[config.mk]
export PLATFORM = sky130hd
export DESIGN_NAME = ustrb_gen
export DESIGN_NICKNAME = d
export VERILOG_FILES = /design/src/rtl/ustrb_pkg.sv /design/src/rtl/ustrb_lane_calc.sv /design/src/rtl/ustrb_chan_hold.sv /design/src/rtl/ustrb_txn_ctrl.sv /design/src/rtl/ustrb_gen.sv
export SDC_FILE = /design/constraint.sdc
export NUM_CORES = 1
export LEC_CHECK = 0
export ABC_AREA = 1
export BUFFER_PORTS_ARGS = -buffer_cell sky130_fd_sc_hd__buf_2
export CORE_AREA = 2 2 83 85
export CTS_CLUSTER_DIAMETER = 200
export CTS_CLUSTER_SIZE = 24
export DETAILED_ROUTE_END_ITERATION = 7
export DIE_AREA = 0 0 85 87
export PLACE_DENSITY = 0.77
export SYNTH_ARGS = -nofsm -noshare
export SYNTH_HDL_FRONTEND = slang
export SYNTH_SLANG_ARGS = --single-unit
[constraint.sdc]
create_clock -name clk -period 1 [get_ports clk]
set_input_delay 0.2 -clock clk [delete_from_list [all_inputs] [get_ports clk]]
set_output_delay 0.2 -clock clk [all_outputs]
set_load 0.02 [all_outputs]
[src/rtl/ustrb_pkg.sv]
package ustrb_pkg;

  typedef enum logic [1:0] {
    ST_IDLE = 2'd0,
    ST_XFER = 2'd1,
    ST_RESP = 2'd2
  } txn_state_t;

  // A lane takes part in the write when it sits at or above the byte offset.
  function automatic logic lane_on(input int lane, input int offset);
    return (lane >= offset);
  endfunction

  // Clears the offset bits of a byte address.
  function automatic logic [63:0] align_down(input logic [63:0] addr, input int off_bits);
    logic [63:0] keep;
    keep = '1;
    keep = keep << off_bits;
    return addr & keep;
  endfunction

endpackage

[src/rtl/ustrb_lane_calc.sv]
module ustrb_lane_calc #(
  parameter int          ADDR_W = 32,
  parameter int          DATA_W = 32,
  parameter logic [7:0]  FILL   = 8'h00,
  localparam int         LANES  = DATA_W / 8,
  localparam int         OFF_W  = $clog2(LANES)
) (
  input  logic [ADDR_W-1:0] req_addr,
  input  logic [DATA_W-1:0] req_data,
  output logic [ADDR_W-1:0] al_addr,
  output logic [LANES-1:0]  strb,
  output logic [DATA_W-1:0] mdata
);

  logic [OFF_W-1:0] offset;
  logic [63:0]      addr_wide;
  logic [63:0]      addr_al_wide;

  assign offset       = req_addr[OFF_W-1:0];
  assign addr_wide    = 64'(req_addr);
  assign addr_al_wide = ustrb_pkg::align_down(addr_wide, OFF_W);
  assign al_addr      = addr_al_wide[ADDR_W-1:0];

  always_comb begin
    for (int i = 0; i < LANES; i++) begin
      strb[i] = ustrb_pkg::lane_on(i, int'(offset));
    end
  end

  for (genvar g = 0; g < LANES; g++) begin : g_lane
    assign mdata[8*g +: 8] = strb[g] ? req_data[8*g +: 8] : FILL;
  end

  logic [63-ADDR_W:0] unused_hi;
  assign unused_hi = addr_al_wide[63:ADDR_W];

endmodule

[src/rtl/ustrb_chan_hold.sv]
module ustrb_chan_hold #(
  parameter int W = 32
) (
  input  logic         clk,
  input  logic         rst_n,
  input  logic         load,
  input  logic [W-1:0] load_val,
  input  logic         ready,
  output logic         valid,
  output logic [W-1:0] payload,
  output logic         fire
);

  assign fire = valid & ready;

  always_ff @(posedge clk) begin
    if (!rst_n) begin
      valid   <= 1'b0;
      payload <= '0;
    end else if (load) begin
      valid   <= 1'b1;
      payload <= load_val;
    end else if (fire) begin
      valid   <= 1'b0;
    end
  end

  AST_CHAN_HOLD: assert property (@(posedge clk) disable iff (!rst_n)
    valid && !ready |=> valid && $stable(payload));

  AST_CHAN_DROP: assert property (@(posedge clk) disable iff (!rst_n)
    fire && !load |=> !valid);

endmodule

[src/rtl/ustrb_txn_ctrl.sv]
module ustrb_txn_ctrl (
  input  logic clk,
  input  logic rst_n,
  input  logic req_valid,
  input  logic aw_valid,
  input  logic aw_fire,
  input  logic w_valid,
  input  logic w_fire,
  input  logic b_valid,
  output logic req_ready,
  output logic accept,
  output logic b_ready,
  output logic busy
);
  import ustrb_pkg::*;

  txn_state_t state, state_nx;
  logic       data_side_done;
  logic       resp_fire;

  assign data_side_done = (!aw_valid || aw_fire) && (!w_valid || w_fire);
  assign req_ready      = (state == ST_IDLE);
  assign accept         = req_ready && req_valid;
  assign b_ready        = (state == ST_RESP);
  assign resp_fire      = b_ready && b_valid;
  assign busy           = (state != ST_IDLE);

  always_comb begin
    state_nx = state;
    unique case (state)
      ST_IDLE: if (accept)         state_nx = ST_XFER;
      ST_XFER: if (data_side_done) state_nx = ST_RESP;
      ST_RESP: if (resp_fire)      state_nx = ST_IDLE;
      default:                     state_nx = ST_IDLE;
    endcase
  end

  always_ff @(posedge clk) begin
    if (!rst_n) state <= ST_IDLE;
    else        state <= state_nx;
  end

  AST_BUSY_AFTER_ACCEPT: assert property (@(posedge clk) disable iff (!rst_n)
    accept |=> busy && !req_ready);

  AST_IDLE_AFTER_RESP: assert property (@(posedge clk) disable iff (!rst_n)
    resp_fire |=> !busy);

  AST_BREADY_AFTER_DATA: assert property (@(posedge clk) disable iff (!rst_n)
    b_ready |-> !aw_valid && !w_valid);

  AST_BREADY_HELD: assert property (@(posedge clk) disable iff (!rst_n)
    b_ready && !b_valid |=> b_ready);

endmodule

[src/rtl/ustrb_gen.sv]
module ustrb_gen #(
  parameter int         ADDR_W = 32,
  parameter int         DATA_W = 32,
  parameter logic [7:0] FILL   = 8'h00,
  localparam int        LANES  = DATA_W / 8,
  localparam int        OFF_W  = $clog2(LANES),
  localparam int        WPAY_W = DATA_W + LANES
) (
  input  logic              clk,
  input  logic              rst_n,
  input  logic              req_valid,
  input  logic [ADDR_W-1:0] req_addr,
  input  logic [DATA_W-1:0] req_data,
  output logic              req_ready,
  output logic              busy,
  output logic              awvalid,
  input  logic              awready,
  output logic [ADDR_W-1:0] awaddr,
  output logic              wvalid,
  input  logic              wready,
  output logic [DATA_W-1:0] wdata,
  output logic [LANES-1:0]  wstrb,
  input  logic              bvalid,
  output logic              bready
);

  logic [ADDR_W-1:0] calc_addr;
  logic [LANES-1:0]  calc_strb;
  logic [DATA_W-1:0] calc_data;
  logic              accept;
  logic              aw_fire;
  logic              w_fire;
  logic [WPAY_W-1:0] w_payload;

  ustrb_lane_calc #(.ADDR_W(ADDR_W), .DATA_W(DATA_W), .FILL(FILL)) u_calc (
    .req_addr (req_addr),
    .req_data (req_data),
    .al_addr  (calc_addr),
    .strb     (calc_strb),
    .mdata    (calc_data)
  );

  ustrb_chan_hold #(.W(ADDR_W)) u_aw (
    .clk      (clk),
    .rst_n    (rst_n),
    .load     (accept),
    .load_val (calc_addr),
    .ready    (awready),
    .valid    (awvalid),
    .payload  (awaddr),
    .fire     (aw_fire)
  );

  ustrb_chan_hold #(.W(WPAY_W)) u_w (
    .clk      (clk),
    .rst_n    (rst_n),
    .load     (accept),
    .load_val ({calc_strb, calc_data}),
    .ready    (wready),
    .valid    (wvalid),
    .payload  (w_payload),
    .fire     (w_fire)
  );

  assign wstrb = w_payload[WPAY_W-1:DATA_W];
  assign wdata = w_payload[DATA_W-1:0];

  ustrb_txn_ctrl u_ctrl (
    .clk       (clk),
    .rst_n     (rst_n),
    .req_valid (req_valid),
    .aw_valid  (awvalid),
    .aw_fire   (aw_fire),
    .w_valid   (wvalid),
    .w_fire    (w_fire),
    .b_valid   (bvalid),
    .req_ready (req_ready),
    .accept    (accept),
    .b_ready   (bready),
    .busy      (busy)
  );

  // Checker-side view of the strobe: inverted mask must be a run of ones from bit 0.
  logic [LANES-1:0] inv_strb;
  logic [LANES-1:0] inv_overlap;
  assign inv_strb    = ~wstrb;
  assign inv_overlap = inv_strb & (inv_strb + LANES'(1));

  AST_AW_ALIGNED: assert property (@(posedge clk) disable iff (!rst_n)
    awvalid |-> awaddr[OFF_W-1:0] == '0);

  AST_STRB_UPWARD: assert property (@(posedge clk) disable iff (!rst_n)
    wvalid |-> wstrb[LANES-1] && inv_overlap == '0);

  AST_VALID_NEEDS_BUSY: assert property (@(posedge clk) disable iff (!rst_n)
    !busy |-> !awvalid && !wvalid && !bready);

  for (genvar g = 0; g < LANES; g++) begin : g_fill_chk
    AST_FILL_LANE: assert property (@(posedge clk) disable iff (!rst_n)
      wvalid && !wstrb[g] |-> wdata[8*g +: 8] == FILL);
  end

endmodule

* Word-level counts from Yosys, hierarchy flattened *
Index checks and enable logic that the tools add are counted.

cells by class
  $lt $le $gt $ge = 3
  equality and inequality tests = 5
  mux-type cells = 11
  bitwise gates (word level) = 2
  reductions and logical operators = 12

operators with widths
  operator            count
  $mux 8              3
  $mux 2              3
  $pmux 2 s3          1
  $reduce_bool 2->1   3
  $ge 1x2->1 const A  2
  $mux 1              4
  $ne 2x2->1 const B  2
  $logic_and 1x1->1   3
  $reduce_and 3->1    1
  $and 1x1->1         2
  $eq 2x1->1 const B  1
  $eq 2x2->1 const B  1
  $ge 2x2->1 const A  1
  $logic_not 1->1     2
  $logic_not 2->1     1
  $logic_or 1x1->1    2
  $ne 2x1->1 const B  1

word-level totals
  bits in registers = 70
  input bits = 70
  output and inout bits = 73
  logic and storage cells = 38

* Logic depth before layout (Yosys ltp) *
Gate-level depths: netlist of run 1.

  word-level depth = 5
  gate-level depth with buffers = 7
  mapped depth without buffers = 7

* By module *
From an unflattened synthesis of run 1, not the netlist that was laid out.

unflattened totals
  cells, all modules = 430
  area total of the unflattened synthesis = 3258.1 um^2

modules (own cells, without submodules)
  module                  times used  cells each  area each (um^2)  seq. area each (um^2)
  ustrb_chan_hold (u_w)   1           163         1370.1            740.7
  ustrb_chan_hold (u_aw)  1           145         1163.6            660.6
  ustrb_lane_calc         1           98          588.1             0.0
  ustrb_txn_ctrl          1           24          136.4             40.0

* Least setup slack after synthesis of run 1 *
No wires, ideal clock.

  path kind = flip-flop to flip-flop
  from = register u_ctrl.state[1]
  to = register u_w.payload[19]
  setup time = 0.070 ns
  arrival time = 1.161 ns
  required time = 0.930 ns
  slack = -0.232 ns
  cell stages (with the launch flop) = 7
  buffers on the path = 1
  clock period less this slack = 1.232 ns
  cell sequence = dfxtp_1 nor2_4 nand2_4 buf_6 a21oi_4 nand2_1 a21oi_1

between the ends
  word-level cells in the longest chain between the ends = 2

ends and longest elaborated chain
  item                    line                   source
  from (decl)             ustrb_txn_ctrl.sv:17   txn_state_t state, state_nx;
  from (signal assigned)  ustrb_txn_ctrl.sv:40   else state <= state_nx;
  $logic_not 2->1         ustrb_txn_ctrl.sv:22   assign req_ready = (state == ST_IDLE);
  net req_ready           ustrb_gen.sv:14        output logic req_ready,
  $logic_and 1x1->1       ustrb_txn_ctrl.sv:23   assign accept = req_ready && req_valid;
  to (signal assigned)    ustrb_chan_hold.sv:22  payload <= load_val;
  to (decl)               ustrb_chan_hold.sv:10  output logic [W-1:0] payload,

The timed path passes the listed nets, and every way through them passes these cells.
A chain may end at the register's enable or synchronous reset.

* Final worst setup path of run 1 *
  from = register u_ctrl.state[1]
  to = register u_aw.payload[8]

between the ends
  word-level cells in the longest chain between the ends = 2

ends and longest elaborated chain
  item                  line
  $logic_not 2->1       ustrb_txn_ctrl.sv:22
  $logic_and 1x1->1     ustrb_txn_ctrl.sv:23
  to (signal assigned)  ustrb_chan_hold.sv:22
  to (decl)             ustrb_chan_hold.sv:10

No other way between the ends.

==> key figures, run 1 <==
Routing
  – Initial DRC Count: between 70 and 80
  – WL per Instance: between 10 and 15 um
  – Post-Route WL: 8.498 mm
  – Vias/cell: between 4 and 5
  – Residual DRC: 0
  – Via Count: 2770
  – DR pass1 iterations: 4
  – Routed Antenna Nets: 0

Layout
  – Final instance area: slightly below 5000 sq um
  – Post-route insts no fill: a little under 600
  – Multi-input combinational cell area: ~1300 sq um
  – Post-Route Utilization: between 70% and 80%
  – Fillers: about 460
  – Area Overhead vs Synth: 98.54%
  – N_diodes: 0
  – Share of layout cells above drive strength 1: a little over two thirds
  – Sequential cell area: approximately 1500 sq um
  – Final Net Count: roughly 570

Setup path
  – Startpoint Class: flip-flop
  – Crit. Startpoint: u_ctrl.state[1]
  – Worst Path Arrival: between 1500 and 2000 ps
  – R2R Path Start: u_ctrl.state[1]
  – Reg2Reg Capture Point: u_aw.payload[8]
  – Worst setup EP type: flip-flop
  – R2R setup slack: -290 ps
  – Kind of critical path: reg2reg
  – Crit-path max FO: 6
  – End of the critical path: u_aw.payload[8]
  – R2R depth: 8
  – WP data required: roughly 1200 ps

Global route
  – Largest net degree at the start of global routing: 26
  – Grt ovf: 0
  – Global-route wire length before repair: between 10 and 15 mm
  – Antenna violations before repair: 0
  – Vias in the first global route: about 2.6k
  – Total GRT Usage: between 20% and 30%

Floorplanning
  – Io pins: between 100 and 150
  – Die footprint: roughly 7400 sq um
  – Die W: ~85 um
  – Initial cell density of the core: a little under two fifths
  – DIE HEIGHT: ~87 um
  – Core area: 6569 sq um
  – Row cnt: 30

CTS
  – H-tree levels: 3
  – Clk slew on worst S/H paths: 80 ps
  – CTS max path bufs: 2
  – CTS tree: done
  – Hold_buf cts: 0
  – CTS Buf Count: 9
  – Clock latency on the worst-skew pair: roughly 340 ps
  – Sink Count: 70
  – CTS root buf: clkbuf_8

Power and ir drop
  – Final Power: approximately 7.6 mW
  – Pleak: between 2 and 2.5 nW
  – Power Density: 1542 nW/um^2
  – Peak supply drop: about 1.3 mV

Placement
  – Port-buffer cells: 140
  – DP HPWL: between 4 and 5 mm
  – RePlAce Congestion: around 0.74
  – Dpl cells: between 500 and 600
  – Dpl cell area: 3362 sq um

Hold path
  – Tightest Hold Check Type: in2reg
  – HP Start: req_data[15]

Synth
  – Mapped Cells: ~320
  – Synth Register Bits: 70
  – Seq/Total Area, Yosys: a little under three fifths
  – Syn Area/Cell: about 7.8 sq um
  – Yosys warns: 0
  – Synth cell types: 18
  – Post-synthesis cell area: 2480 sq um

STA
  – Min Tclk post-route: roughly 1300 ps
  – Fmax: 774.4 MHz
  – Unrepaired setup endpoints after global routing: yes
  – Crit share post-route: 129.1%
  – Final setup skew: just under 7 ps
  – Fin worst setup slack: -291.4 ps
  – Max-slew violation count: 0
  – Hold_ws: 94.73 ps
  – Final setup violation count: 81
  – Fin. Hold Viols: 0

Run status
  – Status: finished with violations
  – Failing checks: setup timing

Flow run
  – Max_cap viols: 0
cell usage in the layout (no fill, tap or decap), drive strengths merged:
cell / n
inv: 12
nor2: 83
clkbuf: 13
a21oi: 33
conb: 2
dfxtp: 70
nand4: 1
nand3: 1
clkinv: 4
nand2: 59
buf: 189
bufinv: 1
o21ai: 38
what timing repair did:
item,in CTS,in global routing
hold endpoints to repair,0,0
buffers inserted,7,21
endpoints found under the setup margin,140,141
pin swaps,7,15
cloned,7,2
gates resized for setup,273,88
power breakdown:
group / internal, mW / switching (mW) / total, mW
Clock: 1.28 / 1.01 / 2.29
Combinational: 1.08 / 1.03 / 2.11
Sequential: 3.04 / 0.160 / 3.20
synthesized netlist by cell type, drive strengths merged:
master,instances,area share [%]
clkbuf,12,1.8
nor2,83,13
buf,8,2.3
a21oi,32,6.9
nand2,58,9.1
nand4,1,0.25
inv,13,2.0
conb,1,0.15
dfxtp,70,57
nand3,1,0.20
o21ai,38,7.7
through the flow:
stage | setup slack [ps] | TNS [ps]
global placement | -123.9 | -5162
detailed placement | -198.5 | -8576
finish | -291.4 | -14520
global route | -346.0 | -20300
floorplan | -206.5 | -8376
CTS | -279.9 | -14500
cell type report:
cell class | instances | share of cell area [%]
repair buffers | 190 | 36.11
flip-flops and latches | 70 | 30.44
multi-input cells | 217 | 25.95
clock buffers | 12 | 3.151
well taps | 80 | 2.033
inverters | 13 | 1.398
clock inverters | 4 | 0.9149
sequential cells by signal, summed over array words and instances, names as in the netlist:
name          flops
u_aw.payload     30
u_aw.valid        1
u_ctrl.state      2
u_w.payload      36
u_w.valid         1
cells by family after synthesis:
group                  after synthesis  share of synthesized area [%]
and+or+nand+nor                    143                          22.70
AOI/OAI and AO/OA                   70                          14.58
DFF                                 70                          56.51
buffers and inverters               33                          6.054
other                                1                         0.1512
layer usage:
layer	vias to the layer above	GRT usage, %	wire length, um
met5	-	0	0
met4	0	6.349	123
met3	12	5.782	419
met2	88	36.65	4502
met1	1297	25.35	3452
li1	1373	-	-
how the worst min path moves through the flow:
stage | slack, ps | endpoint | cells after the start
after CTS | 90 | u_w.payload[21] | 3
final | 90 | u_w.payload[15] | 3
after global placement | 440 | u_w.payload[24] | 3
after global routing | 90 | u_w.payload[15] | 3
after detailed placement | 450 | u_w.payload[24] | 3
after floorplan | 340 | u_w.payload[10] | 2
critical path: stages (launching register included):
cell       delay (ps)
dfxtp_4           370
nor2_4             40
buf_6             130
nand2_8           120
clkinv_8          100
buf_12            140
clkbuf_16         150
nor2_1             80
nor2_1             60
No activity file was read; power rests on OpenSTA's default activity.
==> inputs of run 2 (changes only) <==
--- a/config.mk
+++ b/config.mk
@@ -7,12 +7,13 @@
 export LEC_CHECK = 0
 export ABC_AREA = 1
 export BUFFER_PORTS_ARGS = -buffer_cell sky130_fd_sc_hd__buf_2
-export CORE_AREA = 2 2 83 85
+export CORE_AREA = 2 2 91 93
 export CTS_CLUSTER_DIAMETER = 200
 export CTS_CLUSTER_SIZE = 24
 export DETAILED_ROUTE_END_ITERATION = 7
-export DIE_AREA = 0 0 85 87
+export DIE_AREA = 0 0 93 95
 export PLACE_DENSITY = 0.77
 export SYNTH_ARGS = -nofsm -noshare
 export SYNTH_HDL_FRONTEND = slang
+export SYNTH_HIERARCHICAL = 1
 export SYNTH_SLANG_ARGS = --single-unit
==> run 2 against run 1 <==
The flow still finishes with violations (setup timing). Worst hold slack got worse by 7.6 ps. Cell count increased by 21%. Die area increased by 19%. Sequential power increased by 6.9%. Fmax decreased by 0.27%. Setup slack got worse by 3.5 ps. Via count increased by 24%. Critical endpoint is now busy. Highest routed layer unchanged.
==> key figures, run 2 <==
Synth
  – Yosys top cell by area: dfxtp_1
  – Mapped Cells: 430
  – Syn Area/Cell: about 7.6 sq um
  – Count leader, synth: nor2_1
  – Synth Register Bits: between 70 and 80
  – Synth cell types: 22
  – Synth async-reset ratio: 0%
  – Yosys warns: 6
  – Post-synthesis cell area: about 3300 sq um
  – Post-synth EDFFs: 0
  – Synth top area share: between 40% and 50%
  – Area contributors post-synth: dfxtp_1 44%, nor2_1 17%, buf_4 10%, o21ai_0 9.4%, inv_1 4.5%
  – Synth cell count leaders: 148 x nor2_1, 72 x dfxtp_1, 61 x o21ai_0
  – Dominant synthesized flop cell: dfxtp_1
  – Seq/Total Area, Yosys: between 40% and 50%

STA
  – Max-slew violation count: 0
  – Fin worst setup slack: -294.8 ps
  – Final setup violation count: 90
  – Min Tclk post-route: ~1300 ps
  – Fin. Hold Viols: 0
  – Final setup skew: roughly 7.6 ps
  – Fmax: about 770 MHz
  – TNS Setup: -15700 ps
  – Crit share post-route: 129.5%
  – Unrepaired setup endpoints after global routing: yes

Routing
  – Vias/cell: ~4.8
  – Routed Antenna Nets: 0
  – Met1 WL: around 4.1 mm
  – Metal3 WL: approximately 650 um
  – Post-Route WL: about 12 mm
  – Residual DRC: 0
  – DR pass1 iterations: 4
  – Top Metal Used: met4
  – Met2 wire len: roughly 6.7 mm
  – Initial DRC Count: 130
  – WL per Instance: 16.69 um
  – Via Count: around 3.4k

Layout
  – Fillers: ~530
  – Area Overhead vs Synth: 80.07%
  – Final Net Count: 671
  – Biggest register: u_w/payload
  – Biggest regs: u_w/payload: 36 flops, u_aw/payload: 32 flops, u_ctrl/state: 2 flops
  – Commonest non-fill, non-tap cells in the layout: 84 x nor2_1, 82 x buf_6, 69 x buf_2, 69 x dfxtp_2
  – N_diodes: 0
  – Share of layout cells above drive strength 1: between 70 and 80%
  – Commonest non-fill, non-tap cell in the layout: nor2_1
  – Largest register FFs: 36
  – Final instance area: around 5900 sq um

CTS
  – CTS tree: done
  – Sink Count: 72
  – H-tree levels: 3
  – Clk slew on worst S/H paths: ~70 ps
  – CTS Buf Count: 9
  – CTS max path bufs: 2
  – Hold_buf cts: 0
  – CTS root buf: clkbuf_8
  – Clock latency on the worst-skew pair: between 300 and 400 ps

Global route
  – Total GRT Usage: 23.70%
  – Global-route wire length before repair: between 15 and 20 mm
  – Grt ovf: 0
  – Vias in the first global route: roughly 3.4k
  – Antenna violations before repair: 0
  – Largest net degree at the start of global routing: 40

Floorplanning
  – Core area: ~7900 sq um
  – Die W: 93 um
  – DIE HEIGHT: 95 um
  – Row cnt: 33
  – Die footprint: 8835 sq um
  – Io pins: 143
  – Initial cell density of the core: 41.10%

Setup path
  – Worst Path Arrival: about 1100 ps
  – Worst Path Buf+Inv: 3
  – Worst setup EP type: primary output
  – CP top delay family: flip-flops
  – Crit-path cells: nor2_4 -> buf_6 -> inv_2 -> buf_6
  – Crit-path max FO: 3
  – Largest stage delay on the critical path: roughly 360 ps
  – Top cell by count, worst path: buf_6
  – CP max-delay cell: dfxtp_4
  – Startpoint Class: flip-flop
  – Kind of critical path: reg2out
  – WP data required: 800 ps

Power and ir drop
  – Power Density: about 1500 nW/um^2
  – Peak supply drop: 0.8677 mV
  – Pleak: ~2.7 nW

Placement
  – Dpl cell area: between 3000 and 4000 sq um
  – DP HPWL: roughly 5 mm
  – Pre-CTS setup slack: -258.7 ps
  – Port-buffer cells: around 140
  – RePlAce Congestion: ~0.7

Run status
  – Status: finished with violations
  – Failing checks: setup timing

Hold path
  – Tightest Hold Check Type: in2reg

Flow run
  – Max_cap viols: 0
run 2: tightest hold or removal path, cell delays in order:
cell and delay (ps):
buf_2 80, nor2_2 30, nor2_1 70
run 2: timing repair:
action | CTS | global route
setup buffers | 36 | 24
gates resized for setup | 374 | 93
pin swaps | 35 | 37
endpoints found under the setup margin | 143 | 145
cloned | 12 | 0
run 2: worst paths after layout:
path / startpoint / end / slack, ps / cells after the start
hold / removal: req_data[26] / u_w/payload[26] / 90 / 3
setup / recovery: u_ctrl/state[1] / busy / -290 / 4
hold reg to reg: u_w/payload[7] / u_w/payload[7] / 500 / 2
setup reg to reg: u_ctrl/state[1] / u_aw/payload[19] / -260 / 8
run 2: per-layer routing:
metal  up-vias  GRT usage [%]
li1       1613              -
met4         0          8.824
met3        31          4.629
met2       151          47.40
met5         -              0
met1      1653          24.08
run 2: cells by family after synthesis:
| kind of cell | synth area share (%) |
|---|---|
| AO/OA/AOI/OAI | 11.29 |
| buffers and inverters | 21.62 |
| flip-flops | 44.24 |
| other | 0.2305 |
| AND/OR/NAND/NOR | 22.62 |
run 2: layout make-up:
class / instances / area [sq um] / share of cell area [%]
multi-input combinational: 252 / 1674 / 28.53
clock buffer: 13 / 158.9 / 2.708
timing repair inverter: 6 / 107.6 / 1.834
clock inverter: 3 / 40.04 / 0.6824
sequential: 72 / 1539 / 26.23
tap: 105 / 131.4 / 2.239
inverter: 45 / 221.5 / 3.775
timing repair buffer: 215 / 1994 / 33.99
run 2: through the flow:
stage | hold WS, ps | std cells | total power, mW | utilization, %
2_1_floorplan | 324.2 | 431 | 4.479 | -
3_3_place_gp | 421.6 | 625 | 4.796 | 46.70
3_5_place_dp | 430.1 | 625 | 4.836 | 46.70
4_1_cts | 53.17 | 689 | 8.398 | 67.82
5_1_grt | 73.32 | 711 | 9.187 | 74.01
6_report | 87.11 | 711 | 8.830 | 74.01
run 2: power breakdown:
group / switching, mW / internal (mW) / leakage (nW)
logic: 1.57 / 1.50 / 2.02
clock network: 1.05 / 1.28 / 0.103
registers: 0.223 / 3.20 / 0.621
==> inputs of run 3 (changes only) <==
--- a/config.mk
+++ b/config.mk
@@ -7,12 +7,13 @@
 export LEC_CHECK = 0
 export ABC_AREA = 1
 export BUFFER_PORTS_ARGS = -buffer_cell sky130_fd_sc_hd__buf_2
-export CORE_AREA = 2 2 91 93
+export CORE_AREA = 2 2 85 87
 export CTS_CLUSTER_DIAMETER = 200
 export CTS_CLUSTER_SIZE = 24
 export DETAILED_ROUTE_END_ITERATION = 7
-export DIE_AREA = 0 0 93 95
-export PLACE_DENSITY = 0.77
+export DIE_AREA = 0 0 87 89
+export GPL_TIMING_DRIVEN = 0
+export PLACE_DENSITY = 0.84
 export SYNTH_ARGS = -nofsm -noshare
 export SYNTH_HDL_FRONTEND = slang
 export SYNTH_HIERARCHICAL = 1
==> constraint.sdc (replaced) <==
create_clock -name clk -period 1.6 [get_ports clk]
set_input_delay 0.32 -clock clk [delete_from_list [all_inputs] [get_ports clk]]
set_output_delay 0.32 -clock clk [all_outputs]
set_load 0.02 [all_outputs]
==> run 3 against run 2 <==
The flow now finishes without violations. Wire length shrank 37%. Utilization shrank 13 points. Critical endpoint is now u_w/payload[16]. Total power shrank 47%.
==> key figures, run 3 (synthesized netlist as in run 2, its figures left out) <==
Run status
  – Status: finished clean

Placement
  – Port-buffer cells: 103
  – Dpl cell area: around 3900 sq um
  – DP HPWL: 5.566 mm
  – RePlAce Congestion: 0.7852

CTS
  – CTS Buf Count: 9
  – Clk slew on worst S/H paths: about 80 ps
  – CTS max path bufs: 2
  – CTS tree: done
  – Clock latency on the worst-skew pair: roughly 340 ps
  – CTS root buf: clkbuf_8
  – Sink Count: 72
  – H-tree levels: 3

Setup path
  – Reg2Reg Capture Point: u_w/payload[16]
  – Kind of critical path: reg2reg
  – WP data required: 1830 ps
  – Worst Path Arrival: 1650 ps
  – Worst setup EP type: flip-flop
  – Crit-path max FO: 10
  – R2R setup slack: ~180 ps
  – R2R depth: 8
  – R2R Path Start: u_ctrl/state[0]
  – Startpoint Class: flip-flop

STA
  – Crit share post-route: between 80% and 90%
  – Final setup violation count: 0
  – Fmax: 704.7 MHz
  – Fin. Hold Viols: 0
  – Min Tclk post-route: between 1000 and 1500 ps
  – Unrepaired setup endpoints after global routing: no
  – Max-slew violation count: 0
  – TNS Setup: 0 ps
  – Final setup skew: between 10 and 15 ps

Layout
  – Final Net Count: about 620
  – Area Overhead vs Synth: 25.73%
  – Share of layout cells above drive strength 1: between 30 and 40%
  – Largest register FFs: 36
  – Biggest regs: u_w/payload: 36 flops, u_aw/payload: 32 flops, u_ctrl/state: 2 flops
  – Final instance area: between 4000 and 5000 sq um
  – Post-Route Utilization: 60.97%
  – Commonest non-fill, non-tap cell in the layout: nor2_1
  – Biggest register: u_w/payload
  – Commonest non-fill, non-tap cells in the layout: 148 x nor2_1, 109 x buf_2, 72 x dfxtp_1, 61 x o21ai_0, 45 x buf_4
  – N_diodes: 0
  – Fillers: 611

Routing
  – Via Count: about 2.9k
  – Post-Route WL: between 7 and 8 mm
  – WL per Instance: 11.89 um
  – Residual DRC: 0
  – DR pass1 iterations: 4
  – Initial DRC Count: about 110
  – Routed Antenna Nets: 0
  – Vias/cell: 4.573

Global route
  – Total GRT Usage: 19.18%
  – Vias in the first global route: between 2k and 3k
  – Antenna violations before repair: 0
  – Grt ovf: 0
  – Largest net degree at the start of global routing: 14
  – Global-route wire length before repair: ~12 mm

Hold path
  – Tightest Hold Check Type: in2reg
  – HP Start: req_addr[23]
  – Hold path depth: 3
  – Worst hold endpoint: u_aw/payload[23]

Flow run
  – Max_cap viols: 0

Power and ir drop
  – Combinational share of power: between 20% and 30%
  – Clock power share: between 30% and 40%
  – Sequential power share: 44.0%
  – Peak supply drop: around 0.61 mV
  – Power Density: roughly 1100 nW/um^2
  – Final Power: roughly 4.6 mW
  – Switch share: 30.09%
  – Pleak: ~2.2 nW
  – Switch Pwr: between 1 and 1.5 mW
  – P_int: about 3.2 mW

Floorplanning
  – Die W: 87 um
  – Io pins: ~140
  – DIE HEIGHT: between 80 and 90 um
  – Row cnt: 30
  – Core area: 6719 sq um
  – Die footprint: about 7700 sq um
  – Initial cell density of the core: about half
## run 3: cell count changes in the layout (fill, tap and decap cells not counted), moves of 39 or more
cell     before  now
nor2_1       84  148
dfxtp_2      69    0
buf_6        82    8
o21ai_0      22   61
buf_2        69  109
nor2_4       46    1
dfxtp_1       0   72
## run 3: worst max-delay path by stage
stage / startpoint / depth (start not counted) / end
floorplan: u_ctrl/state[0] / 8 / u_w/payload[32]
global placement: u_ctrl/state[0] / 8 / u_w/payload[30]
detailed placement: u_ctrl/state[0] / 8 / u_w/payload[4]
CTS: u_ctrl/state[0] / 8 / u_w/payload[16]
global route: u_ctrl/state[0] / 8 / u_w/payload[16]
finish: u_ctrl/state[0] / 8 / u_w/payload[16]
## run 3: final cells by class
| cell class | instances | area [sq um] | area share, % |
|---|---|---|---|
| clock buffer | 9 | 123.9 | 3.024 |
| sequential | 72 | 1441 | 35.19 |
| timing repair buffer | 103 | 515.5 | 12.58 |
| multi-input combinational | 252 | 1116 | 27.24 |
| inverter | 45 | 186.4 | 4.551 |
| buffer | 62 | 518.0 | 12.65 |
| clock inverter | 7 | 95.09 | 2.321 |
| tap | 80 | 100.1 | 2.443 |
## run 3: critical path: stages, from the launching register on
cell and delay [ps]:
dfxtp_1 340, nor2_2 180, nand2_1 100, inv_2 130, buf_6 180, inv_8 70, buf_12 140, nor2_1 100
nor2_1 60
## run 3: power groups by stage
stage	combinational, mW	clock, mW	sequential (mW)
2_1_floorplan	0.505	0	2.29
3_3_place_gp	1.00	0	2.07
3_5_place_dp	1.03	0	2.08
4_1_cts	1.03	1.63	2.04
5_1_grt	1.12	1.69	2.07
6_report	1.02	1.58	2.04
## run 3: metrics by stage
stage          hold slack, ps  worst slack, ps  instances
2_1_floorplan           451.6            144.5        431
5_1_grt                 185.5            42.77        630
6_report                192.9            181.0        630
3_3_place_gp            461.5            138.6        614
3_5_place_dp            472.9            128.0        614
4_1_cts                 179.8            70.16        630
## run 3: timing repair
item,in CTS,in global routing
gates resized for setup,0,1
buffers inserted,0,0
setup endpoints to repair,0,5
hold buffers,0,0
## run 3: routing by layer
metal / vias up / part of all wire [%] / global-route usage [%]
met3: 13 / 5.8 / 4.709
met5: - / 0 / 0
met1: 1281 / 42 / 21.90
met4: 0 / 2.1 / 9.375
li1: 1501 / - / -
met2: 86 / 50 / 33.59
